## config.mk

```make
export PLATFORM = sky130hd
export DESIGN_NAME = tod_clock
export DESIGN_NICKNAME = d
export VERILOG_FILES = /design/src/rtl/tod_pkg.sv /design/src/rtl/tod_slew.sv /design/src/rtl/tod_drift.sv /design/src/rtl/tod_accum.sv /design/src/rtl/tod_clock.sv
export SDC_FILE = /design/constraint.sdc
export NUM_CORES = 1
export LEC_CHECK = 0
export BUFFER_PORTS_ARGS = -buffer_cell sky130_fd_sc_hd__buf_2
export CORE_ASPECT_RATIO = 1.5
export CORE_UTILIZATION = 55
export CTS_CLUSTER_DIAMETER = 150
export DETAILED_ROUTE_END_ITERATION = 16
export PLACE_DENSITY = 0.82
export RECOVER_POWER = 25
export SYNTH_ARGS = -nofsm -noshare
export SYNTH_HDL_FRONTEND = slang
export SYNTH_SLANG_ARGS = --single-unit
export TNS_END_PERCENT = 50
```

## constraint.sdc

```tcl
create_clock -name clk -period 30 [get_ports clk]
set_clock_uncertainty 0.05 [all_clocks]
set_input_delay 1.5 -clock clk [delete_from_list [all_inputs] [get_ports clk]]
set_output_delay 1.5 -clock clk [all_outputs]
set_load 0.01 [all_outputs]
```

## src/rtl/tod_pkg.sv

```systemverilog
package tod_pkg;
  localparam longint unsigned NS_PER_SEC = 64'd1_000_000_000;

  function automatic int max3(input int a, input int b, input int c);
    int m;
    m = (a > b) ? a : b;
    return (m > c) ? m : c;
  endfunction
endpackage

```

## src/rtl/tod_slew.sv

```systemverilog
module tod_slew #(
  parameter int NS_W  = 4,
  parameter int FNS_W = 16,
  parameter int CNT_W = 16,
  parameter int INC_W = 22
) (
  input  logic             clk,
  input  logic             rst,
  input  logic             req_vld,
  input  logic [NS_W-1:0]  req_ns,
  input  logic [FNS_W-1:0] req_fns,
  input  logic [CNT_W-1:0] req_cnt,
  output logic             active,
  output logic [INC_W-1:0] add
);
  localparam int AMT_W = NS_W + FNS_W;

  logic [CNT_W-1:0] remain;
  logic [AMT_W-1:0] amt;

  always_ff @(posedge clk) begin
    if (rst) begin
      remain <= '0;
      amt    <= '0;
    end else if (req_vld) begin
      remain <= req_cnt;
      amt    <= {req_ns, req_fns};
    end else if (remain != '0) begin
      remain <= remain - 1'b1;
    end
  end

  assign active = (remain != '0);
  assign add    = active ? INC_W'(amt) : '0;

  assert_slew_countdown_R7: assert property (@(posedge clk) disable iff (rst)
    (remain != '0 && !req_vld) |=> (remain == $past(remain) - 1'b1));
  assert_slew_restart_R10: assert property (@(posedge clk) disable iff (rst)
    req_vld |=> (remain == $past(req_cnt)));
endmodule

```

## src/rtl/tod_drift.sv

```systemverilog
module tod_drift #(
  parameter int          NS_W     = 4,
  parameter int          FNS_W    = 16,
  parameter int          RATE_W   = 16,
  parameter int          INC_W    = 22,
  parameter bit          ENABLE   = 1'b1,
  parameter int unsigned DEF_NS   = 0,
  parameter int unsigned DEF_FNS  = 2,
  parameter int unsigned DEF_RATE = 5
) (
  input  logic              clk,
  input  logic              rst,
  input  logic              set_vld,
  input  logic [NS_W-1:0]   set_ns,
  input  logic [FNS_W-1:0]  set_fns,
  input  logic [RATE_W-1:0] set_rate,
  output logic [INC_W-1:0]  add
);
  localparam int AMT_W = NS_W + FNS_W;

  generate
    if (ENABLE) begin : g_on
      logic [AMT_W-1:0]  amt;
      logic [RATE_W-1:0] rate;
      logic [RATE_W-1:0] phase;
      logic              fire;

      assign fire = (rate != '0) && (phase == rate - 1'b1);

      always_ff @(posedge clk) begin
        if (rst) begin
          amt   <= {NS_W'(DEF_NS), FNS_W'(DEF_FNS)};
          rate  <= RATE_W'(DEF_RATE);
          phase <= '0;
        end else if (set_vld) begin
          amt   <= {set_ns, set_fns};
          rate  <= set_rate;
          phase <= '0;
        end else if (rate != '0) begin
          phase <= fire ? '0 : phase + 1'b1;
        end
      end

      assign add = fire ? INC_W'(amt) : '0;

      assert_drift_phase_R8: assert property (@(posedge clk) disable iff (rst)
        (rate != '0) |-> (phase < rate));
    end else begin : g_off
      assign add = '0;
    end
  endgenerate
endmodule

```

## src/rtl/tod_accum.sv

```systemverilog
module tod_accum #(
  parameter int SEC_W = 48,
  parameter int NSF_W = 48,
  parameter int T64_W = 64,
  parameter int FNS_W = 16,
  parameter int INC_W = 22
) (
  input  logic                   clk,
  input  logic                   rst,
  input  logic [INC_W-1:0]       inc,
  input  logic [SEC_W+NSF_W-1:0] ld96_val,
  input  logic                   ld96_vld,
  input  logic [T64_W-1:0]       ld64_val,
  input  logic                   ld64_vld,
  output logic [SEC_W+NSF_W-1:0] ts96,
  output logic [T64_W-1:0]       ts64,
  output logic                   pps,
  output logic                   step
);
  localparam logic [NSF_W:0] LIM = (NSF_W+1)'(tod_pkg::NS_PER_SEC << FNS_W);

  logic [SEC_W-1:0] sec;
  logic [NSF_W-1:0] nsf;
  logic [NSF_W:0]   sum_ns;
  logic [NSF_W:0]   nxt_ns;
  logic             wrap;

  always_comb begin
    sum_ns = {1'b0, nsf} + (NSF_W+1)'(inc);
    wrap   = (sum_ns >= LIM);
    nxt_ns = wrap ? (sum_ns - LIM) : sum_ns;
  end

  always_ff @(posedge clk) begin
    if (rst) begin
      sec  <= '0;
      nsf  <= '0;
      ts64 <= '0;
      pps  <= 1'b0;
      step <= 1'b0;
    end else begin
      if (ld96_vld) begin
        sec <= ld96_val[SEC_W+NSF_W-1:NSF_W];
        nsf <= ld96_val[NSF_W-1:0];
        pps <= 1'b0;
      end else begin
        sec <= sec + SEC_W'(wrap);
        nsf <= nxt_ns[NSF_W-1:0];
        pps <= wrap;
      end
      ts64 <= ld64_vld ? ld64_val : ts64 + T64_W'(inc);
      step <= ld96_vld | ld64_vld;
    end
  end

  assign ts96 = {sec, nsf};

  assert_ns_in_range_R4: assert property (@(posedge clk) disable iff (rst)
    ({1'b0, nsf} < LIM));
  assert_pps_sec_inc_R4: assert property (@(posedge clk) disable iff (rst)
    pps |-> (sec == $past(sec) + 1'b1));
  assert_load96_seen_R5: assert property (@(posedge clk) disable iff (rst)
    ld96_vld |=> (ts96 == $past(ld96_val)));
  assert_load64_seen_R5: assert property (@(posedge clk) disable iff (rst)
    ld64_vld |=> (ts64 == $past(ld64_val)));
  assert_step_on_load_R9: assert property (@(posedge clk) disable iff (rst)
    (ld96_vld || ld64_vld) |=> step);
  assert_step_quiet_R9: assert property (@(posedge clk) disable iff (rst)
    !(ld96_vld || ld64_vld) |=> !step);
endmodule

```

## src/rtl/tod_clock.sv

```systemverilog
module tod_clock #(
  parameter int          PER_NS_W    = 4,
  parameter int          OFS_NS_W    = 4,
  parameter int          DRF_NS_W    = 4,
  parameter int          FNS_W       = 16,
  parameter int          CNT_W       = 16,
  parameter int          SEC_W       = 48,
  parameter int          NSF_W       = 48,
  parameter int          T64_W       = 64,
  parameter int unsigned DEF_PER_NS  = 6,
  parameter int unsigned DEF_PER_FNS = 16'h6666,
  parameter bit          DRF_EN      = 1'b1,
  parameter int unsigned DEF_DRF_NS  = 0,
  parameter int unsigned DEF_DRF_FNS = 2,
  parameter int unsigned DEF_DRF_RT  = 5
) (
  input  logic                   clk,
  input  logic                   rst,
  input  logic [SEC_W+NSF_W-1:0] ld96_val,
  input  logic                   ld96_vld,
  input  logic [T64_W-1:0]       ld64_val,
  input  logic                   ld64_vld,
  input  logic [PER_NS_W-1:0]    per_ns,
  input  logic [FNS_W-1:0]       per_fns,
  input  logic                   per_vld,
  input  logic [OFS_NS_W-1:0]    ofs_ns,
  input  logic [FNS_W-1:0]       ofs_fns,
  input  logic [CNT_W-1:0]       ofs_cnt,
  input  logic                   ofs_vld,
  output logic                   ofs_active,
  input  logic [DRF_NS_W-1:0]    drf_ns,
  input  logic [FNS_W-1:0]       drf_fns,
  input  logic [CNT_W-1:0]       drf_rate,
  input  logic                   drf_vld,
  output logic [SEC_W+NSF_W-1:0] ts96,
  output logic [T64_W-1:0]       ts64,
  output logic                   ts_step,
  output logic                   pps
);
  localparam int NS_MAX = tod_pkg::max3(PER_NS_W, OFS_NS_W, DRF_NS_W);
  localparam int INC_W  = NS_MAX + FNS_W + 2;

  logic [PER_NS_W+FNS_W-1:0] period;
  logic [INC_W-1:0]          slew_add;
  logic [INC_W-1:0]          drift_add;
  logic [INC_W-1:0]          inc;

  always_ff @(posedge clk) begin
    if (rst) begin
      period <= {PER_NS_W'(DEF_PER_NS), FNS_W'(DEF_PER_FNS)};
    end else if (per_vld) begin
      period <= {per_ns, per_fns};
    end
  end

  assert_period_take_R6: assert property (@(posedge clk) disable iff (rst)
    per_vld |=> (period == {$past(per_ns), $past(per_fns)}));

  tod_slew #(
    .NS_W(OFS_NS_W), .FNS_W(FNS_W), .CNT_W(CNT_W), .INC_W(INC_W)
  ) u_slew (
    .clk(clk), .rst(rst), .req_vld(ofs_vld), .req_ns(ofs_ns),
    .req_fns(ofs_fns), .req_cnt(ofs_cnt), .active(ofs_active), .add(slew_add)
  );

  tod_drift #(
    .NS_W(DRF_NS_W), .FNS_W(FNS_W), .RATE_W(CNT_W), .INC_W(INC_W),
    .ENABLE(DRF_EN), .DEF_NS(DEF_DRF_NS), .DEF_FNS(DEF_DRF_FNS),
    .DEF_RATE(DEF_DRF_RT)
  ) u_drift (
    .clk(clk), .rst(rst), .set_vld(drf_vld), .set_ns(drf_ns),
    .set_fns(drf_fns), .set_rate(drf_rate), .add(drift_add)
  );

  assign inc = INC_W'(period) + slew_add + drift_add;

  tod_accum #(
    .SEC_W(SEC_W), .NSF_W(NSF_W), .T64_W(T64_W), .FNS_W(FNS_W), .INC_W(INC_W)
  ) u_accum (
    .clk(clk), .rst(rst), .inc(inc),
    .ld96_val(ld96_val), .ld96_vld(ld96_vld),
    .ld64_val(ld64_val), .ld64_vld(ld64_vld),
    .ts96(ts96), .ts64(ts64), .pps(pps), .step(ts_step)
  );
endmodule

```

==> flow_summary.json, run 1 <==
{
  "status": "finished, violations left",
  "violations": "max-capacitance violations, max-slew violations",
  "cts_num_sinks": 270,
  "gp_congestion": 1.084,
  "synth_most_common_cell": "nor2_1",
  "grt_pass1_wl_microns": 93130,
  "crit_fanout": 23,
  "relSlewSlack_pct": -88.03,
  "grt_start_max_net_pins": 102,
  "clockBufferDepth": 3,
  "ys_async_sr_fraction_pct": 0,
  "drc": 0,
  "worstPathRequired_ns": 30.38,
  "drive_gt1_share_pct": 18.00,
  "synth_ff_type": "dfxtp_1",
  "power-per-cell-area_mw_per_mm2": 60.14,
  "wl_per_cell_microns": 20.88,
  "crit_path_top_delay_cell": "and2_1",
  "root_buffer": "clkbuf_16",
  "maxSlewViolCount": 113,
  "hold_violations": 0,
  "cts_setup_buffers": 0,
  "worstMarginPinSlew_ns": 2.820,
  "avgSynthCellArea_sq_um": 7.946,
  "syn_nets": 2537,
  "drtIter0Drc": 945,
  "layoutNonFillerInstCount": 2969,
  "p_leak_nw": 9.167,
  "wirelength_microns": 61990,
  "die_y_microns": 219.6,
  "fp.dieArea_sq_mm": 0.03231,
  "rsz0062_at_grt": "false",
  "slowest_delay_ns": 0.71,
  "cap_violations": 3,
  "hold_buffers": 0,
  "setup_ws_ns": 15.51,
  "layout.nets": 2885,
  "numCtsBuffers": 28,
  "fillers": 2721,
  "netlist_top_cells_area": "dfxtp_1 (31%), nor2_1 (8.3%), mux2i_1 (6.6%)",
  "hp-class": "flip-flop to flip-flop",
  "yosys_warnings": 0,
  "synth_top_area_share_pct": 31.12,
  "finalSetupViolCount": 0,
  "h-tree-depth": 1,
  "rows": 79,
  "dp_hpwl_microns": 47780,
  "initial_core_util_pct": 55.96,
  "fmax_ghz": 0.06899,
  "drtPass1Iterations": 5,
  "ctsResizeCount": 0,
  "grt_pass1_vias": 17200,
  "multi_input_area_sq_mm": 0.01133,
  "dp_cells": 2909,
  "end_kind": "flip-flop",
  "synth_seq_cells": 270,
  "synthCells": 2186,
  "peakVddDrop_mv": 0.05392,
  "die_width_microns": 147.1,
  "core_area_sq_mm": 0.03104,
  "routed_via_density": 5.936,
  "startpoint_type": "flip-flop",
  "grt_usage_pct": 37.16,
  "port_buffers": 421,
  "synthToLayoutAreaGrowth_pct": 18.95,
  "antenna_found_initial": 7,
  "insertion_delay_ns": 0.58,
  "ys_types": 82,
  "cts_tree": "built",
  "power_mw": 1.243,
  "period_needed_ns": 14.49,
  "overflow": 0,
  "synth-edff-count": 0,
  "synthTopCellsByCount": "nor2_1 (382), dfxtp_1 (270), nand2_1 (160)",
  "ant_nets": 0,
  "syn_area_sq_mm": 0.01737,
  "finalSetupTns_ns": 0,
  "critical_path_arrival_ns": 14.87,
  "pre_cts_ws_ns": 15.83,
  "num_vias": 17620,
  "finalCritPeriodShare_pct": 48.32,
  "clk_pin_slew_ns": 0.06,
  "io_pins": 422,
  "yosys.area.top_type": "dfxtp_1",
  "crit_type": "flip-flop to flip-flop",
  "ff_latch_area_sq_mm": 0.005405,
  "ys_seq_area_share_pct": 31.12
}
==> registers in the layout, summed over array words and instances (netlist names), 16 cells and up <==
| name | cells |
|---|---|
| u_slew.remain | 16 |
| u_accum.sec | 48 |
| u_slew.amt | 20 |
| u_drift.g_on.rate | 16 |
| u_drift.g_on.phase | 16 |
| u_accum.ts64 | 64 |
| u_accum.nsf | 48 |
| u_drift.g_on.amt | 20 |
| period | 20 |
==> through the flow <==
stage          instance area (sq um)  hold WS [ns]  utilization, %
3_3_place_gp                   19620        0.4163           63.20
3_5_place_dp                   19620        0.4264           63.20
4_1_cts                        20700        0.4407           66.70
5_1_grt                        20650        0.4653           66.53
2_1_floorplan                  17370        0.3914               -
6_report                       20660        0.4381           66.56
==> power by group <==
part,total (mW),internal (mW),switching (mW),leakage [nW]
Sequential,0.426,0.390,0.0360,2.23
Clock,0.411,0.255,0.156,0.528
Combinational,0.406,0.159,0.246,6.41
==> critical path, delay by kind of cell, from the launching register on <==
| family | cells | cell delay [ns] |
|---|---|---|
| compound gates | 14 | 3.41 |
| xor+xnor | 2 | 0.42 |
| fa+ha+maj | 7 | 2.43 |
| buf+inv | 3 | 0.19 |
| flops | 1 | 0.37 |
| simple gates | 27 | 7.48 |
==> path summary, 6_finish.rpt <==
kind / from / end / slack [ns] / cells after the start
hold / removal: u_slew.amt[3] / u_slew.amt[3] / 0.44 / 2
hold reg to reg: u_slew.amt[3] / u_slew.amt[3] / 0.44 / 2
setup reg to reg: u_drift.g_on.rate[0] / u_accum.sec[44] / 15.51 / 53
setup / recovery: u_drift.g_on.rate[0] / u_accum.sec[44] / 15.51 / 53
==> area by class of cell <==
class                           instances  area share (%)
Multi-Input combinational cell       1754           54.83
Sequential cell                       270           26.16
Timing Repair Buffer                  431           10.31
Clock buffer                           37           3.846
Tap cell                              405           2.453
Clock inverter                         15           1.411
Inverter                               49          0.8903
Antenna cell                            8         0.09690
==> cells in the final DEF, fill, tap and decap left out, types with 53 or more instances in the layout <==
cell,netlist,final
buf_2,3,373
nor3_1,62,62
o21ai_0,60,59
ha_1,69,69
xor2_1,103,103
nand2_1,160,160
dfxtp_1,270,270
nand3_1,74,74
a21oi_1,156,156
mux2i_1,114,114
xnor2_1,102,102
and2_1,53,53
nor2_1,382,381
==> per-layer routing <==
layer | global-route usage [%] | up-vias | routed length, microns
li1 | - | 8379 | -
met1 | 37.40 | 8220 | 21460
met2 | 67.15 | 779 | 31070
met3 | 7.226 | 246 | 4305
met4 | 28.83 | 0 | 5149
met5 | 0 | - | 0
==> logic make-up after synthesis <==
group                      count (synthesis)  share of synthesized area (%)
AOI/OAI and AO/OA                        425                          15.73
xor gates and xnor gates                 206                          10.50
adders and majority gates                 92                          7.621
buffers and inverters                    162                          3.695
DFF                                      270                          31.12
muxes                                    115                          6.634
and+or+nand+nor                          916                          24.70
Note: power is estimated with default switching activity, not from simulation.
==> run 2, diff against run 1 <==
CORE_UTILIZATION = 50   (was 55)
PLACE_DENSITY = 0.78   (was 0.82)
clock period = 11.75 ns   (was 30 ns; I/O delays follow)
==> flow_summary.json, run 2 (synthesis gave the netlist of run 1 again) <==
{
  "status": "finished, violations left",
  "violations": "max-capacitance violations, max-slew violations",
  "num_vias": 18000,
  "clockBufferDepth": 3,
  "wl_per_cell_microns": 21.37,
  "placed_area_sq_mm": 0.01985,
  "wirelength_microns": 64560,
  "overflow": 0,
  "wl_met1_microns": 21900,
  "power_mw": 3.235,
  "relSlewSlack_pct": -188.1,
  "cts_num_sinks": 270,
  "root_buffer": "clkbuf_16",
  "crit_fanout": 9,
  "numCtsBuffers": 28,
  "rows": 83,
  "ant_nets": 0,
  "dp_hpwl_microns": 49870,
  "die_width_microns": 154.2,
  "fmax_ghz": 0.08948,
  "layout_common_cells": "buf_2 (386), nor2_1 (378), dfxtp_1 (270)",
  "clk_pin_slew_ns": 0.07,
  "io_pins": 422,
  "die_y_microns": 230.3,
  "drtIter0Drc": 1120,
  "synthToLayoutAreaGrowth_pct": 21.54,
  "initial_core_util_pct": 50.68,
  "slowest_delay_ns": 0.56,
  "min_delay_path_depth": 3,
  "worstPathRequired_ns": 12.19,
  "critPathMostFrequentCell": "nand3_1",
  "finalSetupViolCount": 0,
  "core_area_sq_mm": 0.03427,
  "hold_start": "ld96_val[43]",
  "setup_ws_ns": 0.5744,
  "rsz0062_at_grt": "true",
  "dp_cells": 2958,
  "startpoint_type": "flip-flop",
  "grt_pass1_vias": 17650,
  "port_buffers": 421,
  "critical_path_arrival_ns": 11.62,
  "r2r_cells": 50,
  "drc": 0,
  "largest_register_ff_count": 64,
  "top_layer": "met5",
  "final_cell_area_sq_mm": 0.02111,
  "crit_type": "flip-flop to flip-flop",
  "insertion_delay_ns": 0.59,
  "regMostFlops": "u_accum.ts64",
  "grt_pass1_wl_microns": 96830,
  "power-per-cell-area_mw_per_mm2": 153.2,
  "h-tree-depth": 1,
  "cts_tree": "built",
  "cap_violations": 3,
  "layoutNonFillerInstCount": 3021,
  "fp.dieArea_sq_mm": 0.03550,
  "rr_startpoint": "u_drift.g_on.rate[0]",
  "largestRegisters": "u_accum.ts64 x64, u_accum.nsf x48, u_accum.sec x48",
  "reg2reg_slack_ns": 0.57,
  "r2r-end": "u_accum.sec[46]",
  "gp_congestion": 1.038,
  "layout.nets": 2916,
  "p_leak_nw": 9.396,
  "pre_cts_ws_ns": -0.02670,
  "wl_met2_microns": 32760,
  "antenna_found_initial": 17,
  "worstMarginPinSlew_ns": 4.322,
  "utilization_pct": 61.60,
  "crit_path_top_delay_cell": "or4_1",
  "holdPathEnd": "u_accum.nsf[43]",
  "drtPass1Iterations": 7,
  "hp-class": "input port to flip-flop",
  "hold_violations": 0,
  "grt_usage_pct": 35.27,
  "maxSlewViolCount": 168,
  "wl_met3_microns": 4635,
  "peakVddDrop_mv": 0.1392,
  "end_kind": "flip-flop",
  "fin_hold_ws_ns": 0.1460,
  "grt_start_max_net_pins": 104,
  "finalCritPeriodShare_pct": 95.11,
  "drive_gt1_share_pct": 20.83,
  "finalSetupTns_ns": 0,
  "hold_buffers": 0,
  "routed_via_density": 5.959,
  "period_needed_ns": 11.18,
  "final_common_cell": "buf_2"
}
==> run 2: repair_timing <==
| action | 4_1_cts | 5_1_grt |
|---|---|---|
| setup endpoints to repair | 6 | 39 |
| pin swaps | 0 | 4 |
| gates resized for setup | 1 | 43 |
| setup buffers | 0 | 2 |
==> run 2: per-layer routing <==
metal	global-route usage, %	vias up
li1	-	8440
met1	33.81	8506
met2	64.70	771
met3	8.443	266
met4	26.72	18
met5	0	-
==> run 2: final cells by class <==
cell class	instances	area [sq um]
diodes	9	22.52
inverters	49	183.9
well taps	425	531.8
clock buffers	34	773.2
flip-flops and latches	270	5405
multi-input cells	1754	11510
fillers	3164	13160
repair buffers	462	2375
clock inverters	18	307.8
==> run 2: worst max-delay path by stage <==
| stage | startpoint | end | slack, ns | cells past startpoint |
|---|---|---|---|---|
| finish | u_drift.g_on.rate[0] | u_accum.sec[46] | 0.57 | 50 |
| CTS | u_drift.g_on.rate[0] | u_accum.sec[44] | 0.04 | 51 |
| global route | u_drift.g_on.rate[0] | u_accum.sec[46] | -0.17 | 51 |
| detailed placement | u_drift.g_on.rate[0] | u_accum.sec[44] | -0.03 | 51 |
| floorplan | u_drift.g_on.rate[0] | u_accum.sec[46] | 0.59 | 55 |
| global placement | u_drift.g_on.rate[0] | u_accum.sec[46] | 0.49 | 50 |
==> run 2: worst max-delay path, delay by kind of cell, from the launching register on <==
kind,cells,cell delay (ns)
AOI/OAI and AO/OA,14,2.43
xor gates and xnor gates,2,0.31
adders and majority gates,6,1.92
buffers and inverters,2,0.25
DFF,1,0.33
and+or+nand+nor,26,5.76
==> run 2: report_power, final <==
part / leakage (nW) / internal [mW] / switching [mW] / total, mW
logic: 6.64 / 0.431 / 0.671 / 1.10
registers: 2.23 / 0.995 / 0.0946 / 1.09
clock network: 0.523 / 0.627 / 0.416 / 1.04
